File: src/rtl/i2s_tx_pkg.sv
package i2s_tx_pkg;

    typedef enum logic [1:0] {
        SER_OFF   = 2'd0,
        SER_HUNT  = 2'd1,
        SER_LEFT  = 2'd2,
        SER_RIGHT = 2'd3
    } ser_state_t;

    localparam logic [3:0] ADR_LEFT   = 4'd0;
    localparam logic [3:0] ADR_RIGHT  = 4'd1;
    localparam logic [3:0] ADR_ENABLE = 4'd2;
    localparam logic [3:0] ADR_RES    = 4'd3;
    localparam logic [3:0] ADR_TRIG   = 4'd4;
    localparam logic [3:0] ADR_MASK   = 4'd5;
    localparam logic [3:0] ADR_STATUS = 4'd6;
    localparam logic [3:0] ADR_OVRCLR = 4'd7;
    localparam logic [3:0] ADR_FLUSH  = 4'd8;

    // valid bits selected by a resolution code
    function automatic int res_bits(input logic [2:0] code);
        case (code)
            3'd2:    return 16;
            3'd4:    return 24;
            default: return 32;
        endcase
    endfunction

endpackage

File: src/rtl/i2s_tx_fifo.sv
module i2s_tx_fifo #(
    parameter int DEPTH = 8,
    parameter int W     = 64,
    localparam int PW   = $clog2(DEPTH),
    localparam int LVLW = PW + 1
) (
    input  logic            clk,
    input  logic            rst_n,
    input  logic            push,
    input  logic            pop,
    input  logic            flush,
    input  logic [W-1:0]    wdata,
    output logic [W-1:0]    rdata,
    output logic [LVLW-1:0] level,
    output logic            full,
    output logic            empty
);
    logic [W-1:0]  mem [DEPTH];
    logic [PW-1:0] wp, rp;
    logic          do_push, do_pop;

    assign full    = (level == LVLW'(DEPTH));
    assign empty   = (level == '0);
    assign do_push = push && !full && !flush;
    assign do_pop  = pop && !empty && !flush;
    assign rdata   = mem[rp];

    always_ff @(posedge clk or negedge rst_n) begin
        if (!rst_n) begin
            wp    <= '0;
            rp    <= '0;
            level <= '0;
        end else if (flush) begin
            wp    <= '0;
            rp    <= '0;
            level <= '0;
        end else begin
            if (do_push) wp <= wp + 1'b1;
            if (do_pop)  rp <= rp + 1'b1;
            if (do_push && !do_pop)      level <= level + 1'b1;
            else if (do_pop && !do_push) level <= level - 1'b1;
        end
    end

    always_ff @(posedge clk) begin
        if (do_push) mem[wp] <= wdata;
    end

endmodule

File: src/rtl/i2s_tx_regs.sv
module i2s_tx_regs
    import i2s_tx_pkg::*;
#(
    parameter int SW   = 32,
    parameter int LVLW = 4
) (
    input  logic            clk,
    input  logic            rst_n,
    input  logic            wr,
    input  logic            rd,
    input  logic [3:0]      addr,
    input  logic [31:0]     wdata,
    input  logic [LVLW-1:0] level,
    input  logic            full,
    output logic [31:0]     rdata,
    output logic            push,
    output logic [2*SW-1:0] push_data,
    output logic            flush,
    output logic            en_all,
    output logic [2:0]      res_code,
    output logic [1:0]      mask,
    output logic            ovr,
    output logic            irq
);
    logic [SW-1:0]   left_hold;
    logic [2:0]      en;
    logic [LVLW-1:0] trig;
    logic            empty_flag;
    logic            ovr_read;

    assign push       = wr && (addr == ADR_RIGHT);
    assign push_data  = {left_hold, wdata[SW-1:0]};
    assign flush      = wr && (addr == ADR_FLUSH) && wdata[0];
    assign en_all     = &en;
    assign empty_flag = (level <= trig);
    assign ovr_read   = rd && (addr == ADR_OVRCLR);
    assign irq        = (empty_flag && !mask[0]) || (ovr && !mask[1]);

    always_ff @(posedge clk or negedge rst_n) begin
        if (!rst_n) begin
            left_hold <= '0;
            en        <= '0;
            res_code  <= 3'd5;
            trig      <= '0;
            mask      <= 2'b11;
        end else if (wr) begin
            unique case (addr)
                ADR_LEFT:   left_hold <= wdata[SW-1:0];
                ADR_ENABLE: en        <= wdata[2:0];
                ADR_RES:    res_code  <= wdata[2:0];
                ADR_TRIG:   trig      <= wdata[LVLW-1:0];
                ADR_MASK:   mask      <= wdata[5:4];
                default:    ;
            endcase
        end
    end

    // set has priority over the read clear
    always_ff @(posedge clk or negedge rst_n) begin
        if (!rst_n)              ovr <= 1'b0;
        else if (push && full)   ovr <= 1'b1;
        else if (ovr_read)       ovr <= 1'b0;
    end

    always_ff @(posedge clk or negedge rst_n) begin
        if (!rst_n) begin
            rdata <= '0;
        end else if (rd) begin
            unique case (addr)
                ADR_ENABLE: rdata <= {29'd0, en};
                ADR_RES:    rdata <= {29'd0, res_code};
                ADR_TRIG:   rdata <= 32'(trig);
                ADR_MASK:   rdata <= {26'd0, mask, 4'd0};
                ADR_STATUS: rdata <= {26'd0, ovr, empty_flag, 4'd0};
                ADR_OVRCLR: rdata <= {31'd0, ovr};
                default:    rdata <= '0;
            endcase
        end
    end

endmodule

File: src/rtl/i2s_tx_ser.sv
module i2s_tx_ser
    import i2s_tx_pkg::*;
#(
    parameter int SW = 32
) (
    input  logic            clk,
    input  logic            rst_n,
    input  logic            sck,
    input  logic            ws,
    input  logic            en_all,
    input  logic [2:0]      res_code,
    input  logic [2*SW-1:0] fifo_rdata,
    input  logic            fifo_empty,
    output logic            pop,
    output logic            sd
);
    ser_state_t    state_q, state_d;
    logic [2:0]    sck_q;
    logic [1:0]    ws_q;
    logic          ws_cur, ws_prev;
    logic          sck_rise, sck_fall, word_start;
    logic          load_left, load_right;
    logic [SW-1:0] shreg, right_hold;

    function automatic logic [SW-1:0] justify(input logic [SW-1:0] s,
                                              input logic [2:0] c);
        int            b;
        logic [SW-1:0] ones;
        b    = res_bits(c);
        if (b > SW) b = SW;
        ones = '1;
        return (s & (ones >> (SW - b))) << (SW - b);
    endfunction

    assign sck_rise   = sck_q[1] && !sck_q[2];
    assign sck_fall   = !sck_q[1] && sck_q[2];
    assign word_start = sck_fall && (ws_cur != ws_prev);

    always_ff @(posedge clk or negedge rst_n) begin
        if (!rst_n) begin
            sck_q   <= '0;
            ws_q    <= '0;
            ws_cur  <= 1'b0;
            ws_prev <= 1'b0;
        end else begin
            sck_q <= {sck_q[1:0], sck};
            ws_q  <= {ws_q[0], ws};
            if (sck_rise) begin
                ws_prev <= ws_cur;
                ws_cur  <= ws_q[1];
            end
        end
    end

    always_comb begin
        state_d = state_q;
        unique case (state_q)
            SER_OFF:   state_d = SER_HUNT;
            SER_HUNT:  if (word_start && !ws_cur) state_d = SER_LEFT;
            SER_LEFT:  if (word_start &&  ws_cur) state_d = SER_RIGHT;
            SER_RIGHT: if (word_start && !ws_cur) state_d = SER_LEFT;
        endcase
        if (!en_all) state_d = SER_OFF;
    end

    always_ff @(posedge clk or negedge rst_n) begin
        if (!rst_n) state_q <= SER_OFF;
        else        state_q <= state_d;
    end

    assign load_left  = (state_d == SER_LEFT)  && (state_q != SER_LEFT);
    assign load_right = (state_d == SER_RIGHT) && (state_q == SER_LEFT);
    assign pop        = load_left && !fifo_empty;

    always_ff @(posedge clk or negedge rst_n) begin
        if (!rst_n) begin
            shreg      <= '0;
            right_hold <= '0;
        end else if (load_left) begin
            shreg      <= fifo_empty ? '0 : justify(fifo_rdata[2*SW-1:SW], res_code);
            right_hold <= fifo_empty ? '0 : fifo_rdata[SW-1:0];
        end else if (load_right) begin
            shreg <= justify(right_hold, res_code);
        end else if (sck_fall) begin
            shreg <= shreg << 1;
        end
    end

    always_comb begin
        unique case (state_q)
            SER_LEFT, SER_RIGHT: sd = shreg[SW-1];
            default:             sd = 1'b0;
        endcase
    end

endmodule

File: src/rtl/i2s_tx_chan.sv
module i2s_tx_chan
    import i2s_tx_pkg::*;
#(
    parameter int SW    = 32,
    parameter int DEPTH = 8,
    localparam int LVLW = $clog2(DEPTH) + 1
) (
    input  logic        clk,
    input  logic        rst_n,
    input  logic        reg_wr,
    input  logic        reg_rd,
    input  logic [3:0]  reg_addr,
    input  logic [31:0] reg_wdata,
    output logic [31:0] reg_rdata,
    input  logic        sck_in,
    input  logic        ws_in,
    output logic        sd_out,
    output logic        irq
);
    logic            push, pop, flush, full, empty, en_all, ovr;
    logic [2*SW-1:0] push_data, fifo_rdata;
    logic [LVLW-1:0] level;
    logic [2:0]      res_code;
    logic [1:0]      mask;

    i2s_tx_regs #(.SW(SW), .LVLW(LVLW)) u_regs (
        .clk(clk), .rst_n(rst_n), .wr(reg_wr), .rd(reg_rd), .addr(reg_addr),
        .wdata(reg_wdata), .level(level), .full(full), .rdata(reg_rdata),
        .push(push), .push_data(push_data), .flush(flush), .en_all(en_all),
        .res_code(res_code), .mask(mask), .ovr(ovr), .irq(irq)
    );

    i2s_tx_fifo #(.DEPTH(DEPTH), .W(2*SW)) u_fifo (
        .clk(clk), .rst_n(rst_n), .push(push), .pop(pop), .flush(flush),
        .wdata(push_data), .rdata(fifo_rdata), .level(level), .full(full),
        .empty(empty)
    );

    i2s_tx_ser #(.SW(SW)) u_ser (
        .clk(clk), .rst_n(rst_n), .sck(sck_in), .ws(ws_in), .en_all(en_all),
        .res_code(res_code), .fifo_rdata(fifo_rdata), .fifo_empty(empty),
        .pop(pop), .sd(sd_out)
    );

endmodule

File: config.mk
export PLATFORM = sky130hd
export DESIGN_NAME = i2s_tx_chan
export DESIGN_NICKNAME = d
export VERILOG_FILES = /design/src/rtl/i2s_tx_pkg.sv /design/src/rtl/i2s_tx_fifo.sv /design/src/rtl/i2s_tx_regs.sv /design/src/rtl/i2s_tx_ser.sv /design/src/rtl/i2s_tx_chan.sv
export SDC_FILE = /design/constraint.sdc
export NUM_CORES = 1
export LEC_CHECK = 0
export ABC_AREA = 0
export BUFFER_PORTS_ARGS = -buffer_cell sky130_fd_sc_hd__buf_2
export CAP_MARGIN = 10
export CORE_ASPECT_RATIO = 0.5
export CORE_UTILIZATION = 50
export DETAILED_ROUTE_END_ITERATION = 7
export PLACE_DENSITY = 0.66
export SLEW_MARGIN = 20
export SYNTH_ARGS = -nofsm -noshare
export SYNTH_HDL_FRONTEND = slang
export SYNTH_HIERARCHICAL = 1
export SYNTH_SLANG_ARGS = --single-unit
File: constraint.sdc
create_clock -name clk -period 13.45 [get_ports clk]
set_input_delay 2.69 -clock clk [delete_from_list [all_inputs] [get_ports clk]]
set_output_delay 2.69 -clock clk [all_outputs]
set_load 0.005 [all_outputs]
==> summary.md <==
| Metric | Value |
|---|---|
| Status | finished clean |
| Pin count of the biggest net entering global routing | 77 |
| Register-to-Register Path Depth | 8 |
| Clk root buf | clkbuf_16 |
| Synth Area per Inst | 17.31 µm² |
| RR Startpoint | u_fifo/rp[0] |
| Mux share of post-synthesis cell area | 0.1595 |
| Syn. warnings | 6 |
| Synth Area in Compound Gates | 0.05893 |
| Area leader, netlist | edfxtp_1 |
| Post-synth top area share | 0.5617 |
| Hpwl dp | 34600 µm |
| Library cells used by synthesis | 75 |
| CP Capture Type | flop |
| Worst R2R End | u_ser/shreg[27] |
| Overflow after GRT | 0 |
| Routed WL | 60050 µm |
| CTS tree | built |
| Worst endpoint required time | 13.69 ns |
| Buf/Inv on CP | 4 |
| Main synth FF type | edfxtp_1 |
| Starting Density | 0.5078 |
| Endpoints failing setup | 0 |
| Hold path startpoint | u_ser/sck_q[0] |
| Leakage power | 10.32 nW |
| Routed length on met3 | 4056 µm |
| Clk_lat worst skew | 0.62 ns |
| Final Cycle Share | 0.4263 |
| Final #Nets | 1642 |
| VDD IR max | 97.48 µV |
| Cell Area, Synth | 0.02737 mm² |
| Simple-gate share of the synthesized area | 0.04910 |
| Final hold violations | 0 |
| Cell count along the critical path | 11 |
| First DRT Iteration DRCs | 1537 |
| # DRC | 0 |
| Synthesized flop and latch total | 646 |
| Post-CTS setup buffer count | 0 |
| Fin Clk Skew | 0.03939 ns |
| GPL Wtd Cong | 0.8406 |
| Dpl cells | 2246 |
| Largest cells by area after synthesis | edfxtp_1 (56%), dfrtp_1 (12%), mux4_2 (11%), mux2_2 (3.2%), buf_4 (1.9%) |
| Main combinational cell family by area after synthesis | multiplexers |
| Crit-path leading delay family | simple AND/OR/NAND/NOR gates |
| Actual slew at the worst max-slew pin | 1.086 ns |
| Synth Area in XOR/XNOR | 0.002240 |
| WL met1 | 27780 µm |
| First drt pass iteration count | 5 |
| Area of the die | 0.05574 mm² |
| Adder-Cell Fraction of Synth Area | 0.004389 |
| Top Layer Used | met4 |
| WP data arrival | 5.97 ns |
| Avg WL per Cell | 25.54 µm |
| Initial antenna violation count | 0 |
| Htree depth | 2 |
| Type of the most critical hold path | flop to flop |
| RSZ-0062 raised after global routing | false |
| Max FO, Critical Path | 33 |
| Hold-fix buffer count after cts | 0 |
| Area delta synth->final | 8.480% |
| Diodes inserted | 0 |
| Core area | 0.05390 mm² |
| CP cell instances | buf_2, nor2_2, and2_4, nand2_1, nor2_1, inv_1, nor3_1, nand2_1, nor3_2, buf_4, buf_4 |
| DIE HEIGHT | 167.4 µm |
| CP Class | input port to flop |
| Setup TNS | 0 ns |
| Reg2reg setup slack | 9.83 ns |
| Cells after synthesis | 1581 |
| Slew HR | 0.2761 |
| Die Wd | 332.9 µm |
| Minimum clock period | 5.733 ns |
| Vias in the first global route | 14670 |
| Post-synth EDFFs | 512 |
| Worst setup margin | 7.717 ns |
| Vias per cell | 6.204 |
| # IOs | 76 |
| Total number of vias | 14590 |
| Seq/Total Area, Yosys | 0.6844 |
| Met2 WL | 27100 µm |
| Clk pin slew, worst setup/hold paths | 0.07 ns |
| Post-CTS Resized | 0 |
| Place WS | 7.105 ns |
| GRT Util Overall | 0.2167 |
| Number of buffers created by CTS | 55 |
| Detail Route Antenna Nets | 0 |
| Cell depth of the worst min-delay path | 0 |
| CTS sink cnt | 646 |
| Asr flop ratio synth | 0.2074 |
| First-pass GRT wire length | 91080 µm |
| F_max | 0.1744 GHz |
| CP max stage delay | 0.62 ns |
| Port-buffer cells | 49 |
| Rows | 60 |
| Longest Clk Path Bufs | 3 |
| Max_cap viols | 0 |
| Finished Layout Cells | 2351 |
| Share of layout cells above drive strength 1 | 0.2656 |
| Max Slew Vio Count | 0 |
| Slowest CP cell | buf_4 |
| Pwr/cell area | 160.4 mW/mm² |
| Hold EP | u_ser/sck_q[1] |
| Startpoint types | input port |
==> routing by layer <==
metal,up-vias,track usage
li1,6193,-
met5,-,0
met4,0,0.04929
met2,606,0.3249
met1,7682,0.3354
met3,104,0.03486
==> sequential cells by signal, summed over array words and instances (netlist names), 4 cells and up <==
signal	cells
u_regs/rdata	6
u_regs/left_hold	32
u_ser/right_hold	32
u_fifo/level	4
u_regs/trig	4
u_fifo/mem	512
u_ser/shreg	32
==> where the power goes <==
group          switching (mW)  internal, mW
clock                   0.712         0.846
combinational           0.444         0.380
sequential              0.114          2.27
total                    1.27          3.49
==> synthesized netlist by cell type (11+ instances only) <==
library cell,n
a21oi_1,35
a221oi_1,12
a22oi_1,23
a32oi_1,14
buf_1,11
buf_2,21
buf_4,70
buf_6,21
clkbuf_1,30
dfrtp_1,130
edfxtp_1,512
inv_1,27
mux2_2,78
mux2_4,30
mux2i_1,13
mux4_2,128
nand2_1,119
nand2b_1,24
nand3_1,17
nand3b_1,33
nor2_1,25
o211ai_1,11
o21ai_0,32
o21ai_1,14
o221ai_1,22
o22ai_1,27
==> worst max-delay path by stage <==
| stage | start | to | slack [ns] |
|---|---|---|---|
| floorplan | reg_addr[2] | u_fifo/mem[0][0] | 4.51 |
| global placement | reg_addr[2] | u_fifo/mem[0][20] | 7.24 |
| detailed placement | reg_addr[2] | u_fifo/mem[1][57] | 7.10 |
| CTS | reg_addr[2] | u_fifo/mem[1][19] | 7.74 |
| global route | reg_addr[2] | u_fifo/mem[0][62] | 7.51 |
| finish | reg_addr[2] | u_fifo/mem[1][19] | 7.72 |
==> cell usage in the layout (no fill, tap or decap), types with 10 or more instances in the layout <==
cell type	n
edfxtp_1	512
clkbuf_1	14
o22ai_1	27
mux2_4	30
nor2_1	18
nand3_1	17
o211ai_1	11
clkinv_1	10
dfrtp_1	126
o221ai_1	22
a32oi_1	14
nand3b_1	33
conb_1	26
mux4_2	128
o21ai_0	32
mux2_2	78
mux2i_1	13
a221oi_1	12
buf_2	48
a21oi_1	35
nand2_1	119
buf_4	32
a22oi_1	23
inv_1	27
o21ai_1	14
nand2b_1	24
clkbuf_16	55
==> per-stage QoR <==
| stage | area [µm²] | hold WS (ns) | utilization | total power [mW] |
|---|---|---|---|---|
| 5_1_grt | 29690 | 0.3742 | 0.5508 | 4.940 |
| 3_3_place_gp | 27900 | 0.3388 | 0.5176 | 3.209 |
| 3_5_place_dp | 27900 | 0.3534 | 0.5176 | 3.234 |
| 2_1_floorplan | 27460 | 0.3312 | - | 3.025 |
| 6_report | 29690 | 0.3676 | 0.5508 | 4.762 |
| 4_1_cts | 29660 | 0.3675 | 0.5503 | 4.789 |
==> worst reg2reg max path: stages, from the launching register on <==
cell and delay (ns):
dfrtp_4 0.73, buf_16 0.29, buf_4 0.75, mux4_2 0.69, mux2_2 0.36, a221oi_1 0.30, a21oi_1 0.08, a211oi_1 0.22
o21ai_1 0.11
==> area by class of cell <==
cell class              instances  area [µm²]
clock inverters                30       265.3
inverters                      28       105.1
repair buffers                 82       519.2
fillers                      4102       24210
clock buffers                  74        1498
well taps                     713       892.1
flip-flops and latches        646       18740
multi-input cells             778        7669
==> cell families after synthesis <==
group,after synthesis
and+or+nand+nor,255
buffers and inverters,182
adders and majority gates,9
muxes,251
xor gates and xnor gates,7
DFF,646
AOI/OAI and AO/OA,230
other,1
No activity file was read; power rests on OpenSTA's default activity.
